===== src/rtl/adc_fe_pkg.sv =====
// Package: shared constants, register kinds and the sample formatter for the
// ADC register front-end. Assumes a 32-bit data path and at most 8 entries
// in any replicated register group.
package adc_fe_pkg;

    localparam int DATA_W       = 32;
    localparam int SUB_W        = 3;
    localparam int SR_W         = 6;
    localparam int OFS_W        = 12;
    localparam int CR2_RD_BITS  = 28;
    localparam int EN_BIT       = 0;
    localparam int ALIGN_BIT    = 11;
    localparam int START_BIT    = 30;
    localparam int RES_LO       = 24;
    localparam int CR1_WORD     = 1;
    localparam int CR2_WORD     = 2;

    typedef enum logic [3:0] {
        K_STAT, K_CTL1, K_CTL2, K_SMP, K_OFS, K_HI, K_LO,
        K_SEQ, K_JSEQ, K_JDAT, K_DAT, K_BAD
    } reg_kind_e;

    // Format a sample by resolution, or by left alignment when requested.
    function automatic logic [DATA_W-1:0] fmt_sample(
        input logic [DATA_W-1:0] s,
        input logic [1:0]        res,
        input logic              left
    );
        logic [DATA_W-1:0] v;
        if (left) begin
            v = (s << 1) & DATA_W'(32'h0000_FFF0);
        end else begin
            case (res)
                2'b00:   v = s & DATA_W'(32'h0000_0FFF);
                2'b01:   v = s & DATA_W'(32'h0000_03FF);
                2'b10:   v = s & DATA_W'(32'h0000_00FF);
                default: v = s & DATA_W'(32'h0000_003F);
            endcase
        end
        return v;
    endfunction

endpackage


===== src/rtl/adc_fe_decode.sv =====
// Module: word-address decoder. Maps a word index to a register kind and an
// entry number within a replicated group. Assumes groups are laid out
// back to back in the fixed order below; any index past the data word is bad.
module adc_fe_decode
    import adc_fe_pkg::*;
#(
    parameter int WORD_W = 6,
    parameter int N_SMP  = 2,
    parameter int N_INJ  = 4,
    parameter int N_SEQ  = 3
) (
    input  logic [WORD_W-1:0] word,
    output reg_kind_e         kind,
    output logic [SUB_W-1:0]  sub
);

    localparam int SMP_B = 3;
    localparam int OFS_B = SMP_B + N_SMP;
    localparam int HI_B  = OFS_B + N_INJ;
    localparam int LO_B  = HI_B + 1;
    localparam int SEQ_B = LO_B + 1;
    localparam int JSQ_B = SEQ_B + N_SEQ;
    localparam int JD_B  = JSQ_B + 1;
    localparam int DAT_B = JD_B + N_INJ;

    int w;
    assign w = int'(word);

    // Range-compare the word index against each group base.
    always_comb begin
        kind = K_BAD;
        sub  = '0;
        if (w == 0) begin
            kind = K_STAT;
        end else if (w == 1) begin
            kind = K_CTL1;
        end else if (w == 2) begin
            kind = K_CTL2;
        end else if (w >= SMP_B && w < OFS_B) begin
            kind = K_SMP;
            sub  = SUB_W'(w - SMP_B);
        end else if (w >= OFS_B && w < HI_B) begin
            kind = K_OFS;
            sub  = SUB_W'(w - OFS_B);
        end else if (w == HI_B) begin
            kind = K_HI;
        end else if (w == LO_B) begin
            kind = K_LO;
        end else if (w >= SEQ_B && w < JSQ_B) begin
            kind = K_SEQ;
            sub  = SUB_W'(w - SEQ_B);
        end else if (w == JSQ_B) begin
            kind = K_JSEQ;
        end else if (w >= JD_B && w < DAT_B) begin
            kind = K_JDAT;
            sub  = SUB_W'(w - JD_B);
        end else if (w == DAT_B) begin
            kind = K_DAT;
        end
    end

endmodule


===== src/rtl/adc_fe_regs.sv =====
// Module: register storage. Applies write masking (status clear-only,
// offsets truncated to 12 bits) and the start-bit self-clear. Assumes the
// caller never writes control word 2 in the same cycle as a triggered read
// (they decode to different words).
module adc_fe_regs
    import adc_fe_pkg::*;
#(
    parameter int                N_SMP    = 2,
    parameter int                N_INJ    = 4,
    parameter int                N_SEQ    = 3,
    parameter logic [DATA_W-1:0] HI_RESET = 32'h0000_0FFF
) (
    input  logic                          clk,
    input  logic                          rst_n,
    input  logic                          we,
    input  reg_kind_e                     kind,
    input  logic [SUB_W-1:0]              sub,
    input  logic [DATA_W-1:0]             wdata,
    input  logic                          clr_start,
    output logic [SR_W-1:0]               sr_q,
    output logic [DATA_W-1:0]             cr1_q,
    output logic [DATA_W-1:0]             cr2_q,
    output logic [N_SMP-1:0][DATA_W-1:0]  smp_q,
    output logic [N_INJ-1:0][OFS_W-1:0]   ofs_q,
    output logic [DATA_W-1:0]             hi_q,
    output logic [DATA_W-1:0]             lo_q,
    output logic [N_SEQ-1:0][DATA_W-1:0]  seq_q,
    output logic [DATA_W-1:0]             jseq_q,
    output logic [N_INJ-1:0][DATA_W-1:0]  jd_q
);

    // Status: bits may only be cleared by software.
    always_ff @(posedge clk) begin
        if (!rst_n)                      sr_q <= '0;
        else if (we && kind == K_STAT)   sr_q <= sr_q & wdata[SR_W-1:0];
    end

    // Control word 1: plain storage.
    always_ff @(posedge clk) begin
        if (!rst_n)                      cr1_q <= '0;
        else if (we && kind == K_CTL1)   cr1_q <= wdata;
    end

    // Control word 2: storage plus start-bit clear on a triggered read.
    always_ff @(posedge clk) begin
        if (!rst_n)                      cr2_q <= '0;
        else if (we && kind == K_CTL2)   cr2_q <= wdata;
        else if (clr_start)              cr2_q[START_BIT] <= 1'b0;
    end

    // Thresholds: high resets to full scale, low to zero.
    always_ff @(posedge clk) begin
        if (!rst_n) begin
            hi_q <= HI_RESET;
            lo_q <= '0;
        end else if (we && kind == K_HI) begin
            hi_q <= wdata;
        end else if (we && kind == K_LO) begin
            lo_q <= wdata;
        end
    end

    // Injected sequence word: plain storage.
    always_ff @(posedge clk) begin
        if (!rst_n)                      jseq_q <= '0;
        else if (we && kind == K_JSEQ)   jseq_q <= wdata;
    end

    genvar i;
    generate
        for (i = 0; i < N_SMP; i++) begin : g_smp
            // Sample-time word i.
            always_ff @(posedge clk) begin
                if (!rst_n) smp_q[i] <= '0;
                else if (we && kind == K_SMP && sub == SUB_W'(i)) smp_q[i] <= wdata;
            end
        end
        for (i = 0; i < N_SEQ; i++) begin : g_seq
            // Regular sequence word i.
            always_ff @(posedge clk) begin
                if (!rst_n) seq_q[i] <= '0;
                else if (we && kind == K_SEQ && sub == SUB_W'(i)) seq_q[i] <= wdata;
            end
        end
        for (i = 0; i < N_INJ; i++) begin : g_inj
            // Injected offset i keeps only its low 12 bits.
            always_ff @(posedge clk) begin
                if (!rst_n) ofs_q[i] <= '0;
                else if (we && kind == K_OFS && sub == SUB_W'(i)) ofs_q[i] <= wdata[OFS_W-1:0];
            end
            // Injected data i stores the full word.
            always_ff @(posedge clk) begin
                if (!rst_n) jd_q[i] <= '0;
                else if (we && kind == K_JDAT && sub == SUB_W'(i)) jd_q[i] <= wdata;
            end
        end
    endgenerate

endmodule


===== src/rtl/adc_fe_sample.sv =====
// Module: synthetic sample source. Holds the raw sample, steps it on a
// triggered read and presents the formatted stepped value in the same cycle.
// Assumes the step wraps modulo 2^32.
module adc_fe_sample
    import adc_fe_pkg::*;
#(
    parameter int STEP = 7
) (
    input  logic              clk,
    input  logic              rst_n,
    input  logic              fire,
    input  logic [1:0]        res,
    input  logic              left,
    output logic [DATA_W-1:0] raw_q,
    output logic [DATA_W-1:0] fmt_next
);

    logic [DATA_W-1:0] next;
    assign next = raw_q + DATA_W'(STEP);

    // Format the value the sample takes after this step.
    assign fmt_next = fmt_sample(next, res, left);

    // Advance the sample only on a triggered read.
    always_ff @(posedge clk) begin
        if (!rst_n)    raw_q <= '0;
        else if (fire) raw_q <= next;
    end

endmodule


===== src/rtl/adc_fe_top.sv =====
// Module: ADC register front-end top. Decodes the bus access and drives the
// register file and sample source. Builds the registered read data and the
// bad-address error pulse. Assumes single-cycle strobes; a cycle with
// both strobes acts on the same word for both.
module adc_fe_top
    import adc_fe_pkg::*;
#(
    parameter int                ADDR_W   = 8,
    parameter int                N_SMP    = 2,
    parameter int                N_INJ    = 4,
    parameter int                N_SEQ    = 3,
    parameter int                STEP     = 7,
    parameter logic [DATA_W-1:0] HI_RESET = 32'h0000_0FFF
) (
    input  logic              clk,
    input  logic              rst_n,
    input  logic              wr_en,
    input  logic              rd_en,
    input  logic [ADDR_W-1:0] addr,
    input  logic [DATA_W-1:0] wdata,
    output logic [DATA_W-1:0] rdata,
    output logic              err,
    output logic              irq
);

    localparam int WORD_W    = ADDR_W - 2;
    localparam int LAST_WORD = 3 + N_SMP + N_INJ + 2 + N_SEQ + 1 + N_INJ;

    logic [WORD_W-1:0] word;
    logic              unused_lsb;
    reg_kind_e         kind;
    logic [SUB_W-1:0]  sub;

    assign word       = addr[ADDR_W-1:2];
    assign unused_lsb = ^addr[1:0];

    logic [SR_W-1:0]              sr_q;
    logic [DATA_W-1:0]            cr1_q, cr2_q, hi_q, lo_q, jseq_q;
    logic [N_SMP-1:0][DATA_W-1:0] smp_q;
    logic [N_INJ-1:0][OFS_W-1:0]  ofs_q;
    logic [N_SEQ-1:0][DATA_W-1:0] seq_q;
    logic [N_INJ-1:0][DATA_W-1:0] jd_q;
    logic [DATA_W-1:0]            sample_q, fmt_next;
    logic                         fire;
    logic [DATA_W-1:0]            rd_val;
    logic [DATA_W-1:0]            rdata_q;
    logic                         err_q;

    adc_fe_decode #(
        .WORD_W (WORD_W),
        .N_SMP  (N_SMP),
        .N_INJ  (N_INJ),
        .N_SEQ  (N_SEQ)
    ) u_dec (
        .word (word),
        .kind (kind),
        .sub  (sub)
    );

    // Triggered read: data word read with enable and start both set.
    assign fire = rd_en && (kind == K_DAT) && cr2_q[EN_BIT] && cr2_q[START_BIT];

    adc_fe_regs #(
        .N_SMP    (N_SMP),
        .N_INJ    (N_INJ),
        .N_SEQ    (N_SEQ),
        .HI_RESET (HI_RESET)
    ) u_regs (
        .clk       (clk),
        .rst_n     (rst_n),
        .we        (wr_en),
        .kind      (kind),
        .sub       (sub),
        .wdata     (wdata),
        .clr_start (fire),
        .sr_q      (sr_q),
        .cr1_q     (cr1_q),
        .cr2_q     (cr2_q),
        .smp_q     (smp_q),
        .ofs_q     (ofs_q),
        .hi_q      (hi_q),
        .lo_q      (lo_q),
        .seq_q     (seq_q),
        .jseq_q    (jseq_q),
        .jd_q      (jd_q)
    );

    adc_fe_sample #(
        .STEP (STEP)
    ) u_smp (
        .clk      (clk),
        .rst_n    (rst_n),
        .fire     (fire),
        .res      (cr1_q[RES_LO+1:RES_LO]),
        .left     (cr2_q[ALIGN_BIT]),
        .raw_q    (sample_q),
        .fmt_next (fmt_next)
    );

    // Select the read value for the decoded word.
    always_comb begin
        rd_val = '0;
        case (kind)
            K_STAT: rd_val = DATA_W'(sr_q);
            K_CTL1: rd_val = cr1_q;
            K_CTL2: rd_val = DATA_W'(cr2_q[CR2_RD_BITS-1:0]);
            K_SMP: begin
                for (int i = 0; i < N_SMP; i++)
                    if (sub == SUB_W'(i)) rd_val = smp_q[i];
            end
            K_OFS: begin
                for (int i = 0; i < N_INJ; i++)
                    if (sub == SUB_W'(i)) rd_val = DATA_W'(ofs_q[i]);
            end
            K_HI:   rd_val = hi_q;
            K_LO:   rd_val = lo_q;
            K_SEQ: begin
                for (int i = 0; i < N_SEQ; i++)
                    if (sub == SUB_W'(i)) rd_val = seq_q[i];
            end
            K_JSEQ: rd_val = jseq_q;
            K_JDAT: begin
                for (int i = 0; i < N_INJ; i++)
                    if (sub == SUB_W'(i)) rd_val = jd_q[i] - DATA_W'(ofs_q[i]);
            end
            K_DAT:  rd_val = fire ? fmt_next : sample_q;
            default: rd_val = '0;
        endcase
    end

    // Register read data only when a read is strobed.
    always_ff @(posedge clk) begin
        if (!rst_n)     rdata_q <= '0;
        else if (rd_en) rdata_q <= rd_val;
    end

    // Flag any access that lands on an undefined word.
    always_ff @(posedge clk) begin
        if (!rst_n) err_q <= 1'b0;
        else        err_q <= (rd_en || wr_en) && (kind == K_BAD);
    end

    assign rdata = rdata_q;
    assign err   = err_q;
    assign irq   = 1'b0;

endmodule


===== config.mk =====
export PLATFORM = sky130hd
export DESIGN_NAME = adc_fe_top
export DESIGN_NICKNAME = d
export VERILOG_FILES = /design/src/rtl/adc_fe_pkg.sv /design/src/rtl/adc_fe_decode.sv /design/src/rtl/adc_fe_regs.sv /design/src/rtl/adc_fe_sample.sv /design/src/rtl/adc_fe_top.sv
export SDC_FILE = /design/constraint.sdc
export NUM_CORES = 2
export LEC_CHECK = 0
export ABC_AREA = 0
export BUFFER_PORTS_ARGS = -buffer_cell sky130_fd_sc_hd__buf_2
export CELL_PAD_IN_SITES_DETAIL_PLACEMENT = 1
export CELL_PAD_IN_SITES_GLOBAL_PLACEMENT = 2
export CORE_ASPECT_RATIO = 1.2
export CORE_UTILIZATION = 40
export DETAILED_ROUTE_END_ITERATION = 8
export PLACE_DENSITY_LB_ADDON = 0.12
export SYNTH_ARGS = -nofsm -noshare
export SYNTH_HDL_FRONTEND = slang
export SYNTH_SLANG_ARGS = --single-unit

===== constraint.sdc =====
create_clock -name clk -period 6.46 [get_ports clk]
set_input_delay 0.323 -clock clk [delete_from_list [all_inputs] [get_ports clk]]
set_output_delay 0.323 -clock clk [all_outputs]
set_load 0.005 [all_outputs]

# [Yosys cells after proc, flatten, opt, wreduce, memory -nomap -nowiden]
# Index checks and enable logic that the tools add are counted.
[totals] reg_bits=564 output_inout_bits=34
[classes] bitwise_logic=2 reduce_logical=38 muxes=40 magnitude_cmp=8 add_sub_neg=9 eq_ne=22
[ops] operator="2-to-1 mux 32 bit" count=13
[ops] operator="case mux 32 bit (11 select lines)" count=1
[ops] operator="subtractor 32 x 12 -> 32 bit" count=4
[ops] operator="2-to-1 mux 4 bit" count=10
[ops] operator="case mux 12 bit (3 select lines)" count=1
[ops] operator="adder 32 x 3 -> 32 bit, second input constant" count=1
[ops] operator="logical NOT 32 bit" count=1
[ops] operator="logical AND 1 bit" count=31
[ops] operator="2-to-1 mux 3 bit" count=10
[ops] operator="equality test 6 x 5 -> 1 bit, second input constant" count=3
[ops] operator="equality test 4 x 3 -> 1 bit, second input constant" count=4
[ops] operator="equality test 4 bit, second input constant" count=4
[ops] operator="2-to-1 mux 16 bit" count=1
[ops] operator="greater-or-equal comparator 6 x 4 -> 1 bit, second input constant" count=2
[ops] operator="< comparator 6 x 4 -> 1 bit, second input constant" count=2
[ops] operator="2-to-1 mux 12 bit" count=1
[ops] operator="equality test 4 x 2 -> 1 bit, second input constant" count=2
[ops] operator="AND 6 bit" count=1
[ops] operator="equality test 3 x 2 -> 1 bit, second input constant" count=2
[ops] operator="equality test 6 x 2 -> 1 bit, second input constant" count=1
[ops] operator="equality test 6 x 3 -> 1 bit, second input constant" count=1
[ops] operator="equality test 6 bit, second input constant" count=1
[ops] operator="greater-or-equal comparator 6 x 2 -> 1 bit, second input constant" count=1
[ops] operator="greater-or-equal comparator 6 x 3 -> 1 bit, second input constant" count=1
[ops] operator="16 further kinds" count=20

# [Longest topological paths before layout]
[logic_depth] word_depth=18 ltp_mapped=15 ltp_nobuf=13

# [Hierarchy]
# Synthesis repeated with hierarchy kept, for this count alone.
[unflattened] hier_cells=3453 hier_area_um2=29982.5
[modules_own_cells] module="adc_fe_regs" seq_area_each_um2=10049.6 area_each_um2=18210.0 cells_per_inst=1720 instances=1
[modules_own_cells] module="adc_fe_top" seq_area_each_um2=660.6 area_each_um2=9197.6 cells_per_inst=1398 instances=1
[modules_own_cells] module="adc_fe_sample" seq_area_each_um2=640.6 area_each_um2=2075.7 cells_per_inst=260 instances=1
[modules_own_cells] module="adc_fe_decode" seq_area_each_um2=0.0 area_each_um2=499.2 cells_per_inst=75 instances=1

# [Worst setup path before layout]
# No wires, ideal clock.
[synth_path] path_type="input-to-reg" start="input port addr[2]" end="register rdata_q[26] (netlist: rdata[26])" arrival_time_ns=3.083 stages=14 setup_ns=0.123 path_slack_ns=3.254 path_cell_list="buf_4 -> inv_1 -> ha_1 -> or3_1 -> a22oi_2 -> nand4b_1 -> a21oi_2 -> nor2_1 -> clkbuf_1 -> buf_2 -> a221oi_1 -> nor2_1 -> a222oi_1 -> nand2_1"
[synth_via] elab_chain_len=18 elab_cells_between_ends=75
[synth_lines] element="start, declared" line="adc_fe_top.sv:19" text="input logic [ADDR_W-1:0] addr,"
[synth_lines] element="greater-or-equal comparator 6 x 4 -> 1 bit, or another cell as far along" line="adc_fe_decode.sv:54" text="end else if (w >= JD_B && w < DAT_B) begin"
[synth_lines] element="logical AND 1 bit or 2-to-1 mux 1 bit (tied branches)" line="adc_fe_decode.sv:54, adc_fe_decode.sv:57"
[synth_lines] element="2-to-1 mux 3 bit or 2-to-1 mux 4 bit (tied branches)" line="adc_fe_decode.sv:54"
[synth_lines] element="2-to-1 mux 3 bit or 2-to-1 mux 4 bit (tied branches)" line="adc_fe_decode.sv:52" text="end else if (w == JSQ_B) begin"
[synth_lines] element="2-to-1 mux 3 bit or 2-to-1 mux 4 bit (tied branches)" line="adc_fe_decode.sv:49" text="end else if (w >= SEQ_B && w < JSQ_B) begin"
[synth_lines] element="2-to-1 mux 3 bit or 2-to-1 mux 4 bit (tied branches)" line="adc_fe_decode.sv:47" text="end else if (w == LO_B) begin"
[synth_lines] element="2-to-1 mux 3 bit or 2-to-1 mux 4 bit (tied branches)" line="adc_fe_decode.sv:45" text="end else if (w == HI_B) begin"
[synth_lines] element="2-to-1 mux 3 bit or 2-to-1 mux 4 bit (tied branches)" line="adc_fe_decode.sv:42" text="end else if (w >= OFS_B && w < HI_B) begin"
[synth_lines] element="2-to-1 mux 3 bit or 2-to-1 mux 4 bit (tied branches)" line="adc_fe_decode.sv:39" text="end else if (w >= SMP_B && w < OFS_B) begin"
[synth_lines] element="2-to-1 mux 3 bit or 2-to-1 mux 4 bit (tied branches)" line="adc_fe_decode.sv:37" text="end else if (w == 2) begin"
[synth_lines] element="2-to-1 mux 3 bit or 2-to-1 mux 4 bit (tied branches)" line="adc_fe_decode.sv:35" text="end else if (w == 1) begin"
[synth_lines] element="2-to-1 mux 3 bit or 2-to-1 mux 4 bit (tied branches)" line="adc_fe_decode.sv:33" text="if (w == 0) begin"
[synth_lines] element="logical NOT 3 bit or equality test 4 bit (tied branches)"
[synth_lines] element="2-to-1 mux 32 bit or logical AND 1 bit (tied branches) (3 in series)" line="adc_fe_top.sv:124, adc_fe_top.sv:61"
[synth_lines] element="2-to-1 mux 32 bit (on tied branches)" line="adc_fe_top.sv:124, adc_fe_top.sv:126"
[synth_lines] element="case mux 32 bit (11 select lines) (*)" line="adc_fe_top.sv:103" text="case (kind)"
[synth_lines] element="end signal, assigned" line="adc_fe_top.sv:134" text="else if (rd_en) rdata_q <= rd_val;"
[synth_lines] element="end, declared" line="adc_fe_top.sv:46" text="logic [DATA_W-1:0] rdata_q;"
# Every way passes the cells marked *; elsewhere a longest branch is shown, timed or not.
# A chain may end at the register's enable or synchronous reset.

# [Worst setup path in the final report]
[layout_path] start="input port addr[2]" end="register rdata_q[27] (netlist: rdata[27])"
# Same word-level chain as after synthesis.

==> key figures <==
Run
  – Max_cap viols: 0

Placement
  – GPL Wtd Cong: 0.947
  – DP Wirelength: 82300 um
  – Placed cells: 4582
  – # port buffers: 74

Layout
  – Final #Nets: 3818
  – Fin cells: 4700
  – Layout area overhead: 11.1%
  – Layout cells sized above 1: 0.0813

GRT
  – Tot GR Track Use: 0.309
  – Grt total ovfl: 0
  – Global-route wire length before repair: 178000 um
  – Via count of the first global-routing pass: 28857
  – Initial antenna violation count: 3
  – Largest net degree at the start of global routing: 226

STA
  – RSZ-0062 raised after global routing: no
  – Worst Skew: 0.0314 ns
  – Fin. max-slew vios: 0
  – Setup-failing EPs final: 0
  – Fin. Hold Viols: 0
  – Measured slew at the worst slew-check pin: 1.34 ns
  – Crit path time final: 4.41 ns
  – Highest clock rate: 227 MHz
  – Tcrit/Tclk final: 0.683
  – Final setup TNS: 0 ns
  – Max transition margin: 0.0859

CTS
  – Number of clock sinks: 564
  – Postcts setup bufs: 0
  – Clock slew at reported path FFs: 0.07 ns
  – CTS Buf Count: 67
  – Clock tree root driver cell: clkbuf_16
  – Clk_lat worst skew: 0.63 ns
  – CTS tree: yes
  – CTS Buffer Depth: 3
  – Post-CTS Hold Fix Bufs: 0
  – Htree depth: 3
  – Cts repair resizes: 0

Power
  – VDD IR max: 0.000204 V
  – Static Leakage: 11.3 nW
  – Pwr/cell area: 252 nW/um^2

Critical path
  – FF-to-FF End: rdata[17]
  – FF-to-FF path depth: 11
  – Max Fanout on Critical Path: 32
  – Setup crit start kind: primary input
  – R2R Setup Slk: 2.12 ns
  – CP Capture Type: register
  – Worst reg2reg startpoint: u_regs.ofs_q[14]
  – CP Class: in2reg
  – Critical Path AT: 4.97 ns
  – Worst endpoint required time: 7.02 ns

Drt
  – WL/cell: 25.1 um
  – Pre-Repair DR Iteration Count: 8
  – Drt drc: 0
  – WL final: 118000 um
  – Vias per cell: 5.98
  – Vias: 28111
  – DR iter-0 viols: 2207
  – Post-DRT Antenna Nets: 0

Floorplanning
  – Rows: 108
  – Ports: 78
  – Starting density of the core: 0.407
  – Die width: 250 um
  – Die area: 75000 um^2
  – Core footprint: 72700 um^2
  – Die height: 300 um

Logic synthesis
  – EDFF count, synth: 0
  – Synth Area in Simple Gates: 0.232
  – Top FF cell, synth: dfxtp_1
  – Syn_area_per_cell: 7.76 um^2
  – Mux cell area share after synthesis: 0.00106
  – Synthesized flop and latch total: 564
  – Largest family of logic cells by synthesized area: compound AO/OA/AOI/OAI gates
  – Post-Synth XOR/XNOR Area: 0.0438
  – Net Count, Synth: 3913
  – FFs w/ async S/R, synth: 0
  – Synth Area in Adders: 0.0256
  – Mapped cell area: 29600 um^2
  – Synth Area in Compound Gates: 0.265
  – Cells after synthesis: 3811
  – Ys Warns: 0
  – Synth cell types: 98
  – Seq/Total Area, Yosys: 0.382

Status
  – Status: completed

Worst hold path
  – Min-Delay Path Depth: 3
  – Min-delay worst type: in2reg
  – Hold endpoint: u_regs.cr1_q[18]
  – Hold Crit Start: wdata[18]
## kinds of logic (layout without fill, tap and decap cells)
logic type	after synthesis	count (layout)
xor+xnor	148	148
buf+inv	377	329
simple gates	1589	1589
mux	3	3
compound gates	1071	1071
flops	564	564
fa+ha+maj	58	58
other cells	1	3
## flip-flops by register name (all words and copies together) (netlist names), 6 cells and up
register and count:
u_regs.cr2_q 29, u_regs.jd_q 128, u_regs.jseq_q 32, u_regs.smp_q 64, u_regs.ofs_q 48, rdata 32
u_regs.cr1_q 32, u_regs.sr_q 6, u_regs.hi_q 32, u_regs.seq_q 96, u_regs.lo_q 32, u_smp.raw_q 32
## through the flow
stage | utilization | total power (W) | area (um^2) | hold WS [ns] | setup slack [ns]
CTS | 0.452 | 0.00832 | 32800 | 0.106 | 2.13
floorplan | - | 0.00398 | 29600 | 0.430 | 3.25
finish | 0.452 | 0.00827 | 32900 | 0.130 | 2.05
global placement | 0.420 | 0.00425 | 30500 | 0.434 | 1.60
global route | 0.452 | 0.00850 | 32800 | 0.132 | 1.80
detailed placement | 0.420 | 0.00426 | 30500 | 0.440 | 1.47
## Yosys cell counts (all sizes together) (10+ instances only)
master | number | share of area
nor3 | 41 | 0.0079
nor2 | 124 | 0.016
nor4 | 34 | 0.0083
a31oi | 18 | 0.0038
a22oi | 69 | 0.018
nand4 | 16 | 0.0034
xnor2 | 90 | 0.027
o221ai | 10 | 0.0030
clkbuf | 246 | 0.031
nand2 | 1131 | 0.14
a21oi | 87 | 0.015
a222oi | 31 | 0.010
a211oi | 18 | 0.0046
a22o | 10 | 0.0030
nand2b | 13 | 0.0028
o22ai | 19 | 0.0040
or2 | 11 | 0.0023
nand3 | 78 | 0.013
and3 | 14 | 0.0030
and2 | 45 | 0.0095
a21o | 20 | 0.0051
inv | 69 | 0.0088
dfxtp | 564 | 0.38
buf | 62 | 0.011
or3 | 28 | 0.0061
nor2b | 14 | 0.0030
a221o | 13 | 0.0044
ha | 54 | 0.023
xor2 | 58 | 0.017
o211ai | 33 | 0.0085
o21ai | 120 | 0.020
a21boi | 490 | 0.12
a221oi | 43 | 0.013
## area by class of cell
cell class,instances,area (um^2)
Sequential cell,564,11300
Inverter,69,259
Tap cell,935,1170
Clock inverter,17,335
Multi-Input combinational cell,2870,16900
Antenna cell,2,5.00
Clock buffer,99,1990
Timing Repair Buffer,144,931
Fill cell,8726,39800
## report_power, final
group          internal (W)  switching [W]
Sequential          0.00350      0.0000137
Combinational      0.000203       0.000478
Clock               0.00243        0.00165
## per-layer routing
| metal | global-route usage | wire length, um |
|---|---|---|
| met5 | 0 | 16 |
| met4 | 0.160 | 6100 |
| met3 | 0.0313 | 4870 |
| met2 | 0.531 | 56800 |
| met1 | 0.384 | 50300 |
## how the worst max path moves through the flow
stage | to | cells after the start | startpoint
floorplan | rdata[26] | 14 | addr[2]
global placement | rdata[27] | 13 | addr[2]
detailed placement | rdata[27] | 13 | addr[2]
CTS | rdata[27] | 13 | addr[2]
global route | rdata[27] | 13 | addr[2]
finish | rdata[27] | 13 | addr[2]
## worst max-delay path: stages
cell and delay [ns]:
buf_2 0.09, buf_4 0.41, ha_1 0.60, mux2_2 0.28
nand2_1 0.13, a31oi_1 0.70, a21boi_1 0.29, nor3b_2 0.61
nand3_1 0.14, buf_4 0.24, nor2_2 0.63, o221ai_1 0.28
o211ai_1 0.21
## layout by cell type, fill, tap and decap left out, drive strengths merged, types with 13 or more instances in the layout
master / n
a211oi: 18
a21boi: 490
a21o: 20
a21oi: 87
a221o: 13
a221oi: 43
a222oi: 31
a22oi: 69
a31oi: 18
and2: 45
and3: 14
buf: 144
clkbuf: 99
dfxtp: 564
ha: 54
inv: 74
nand2: 1131
nand2b: 13
nand3: 78
nand4: 16
nor2: 124
nor2b: 14
nor3: 41
nor4: 34
o211ai: 33
o21ai: 120
o22ai: 19
or3: 28
xnor2: 90
xor2: 58
Note: power is estimated with default switching activity, not from simulation.
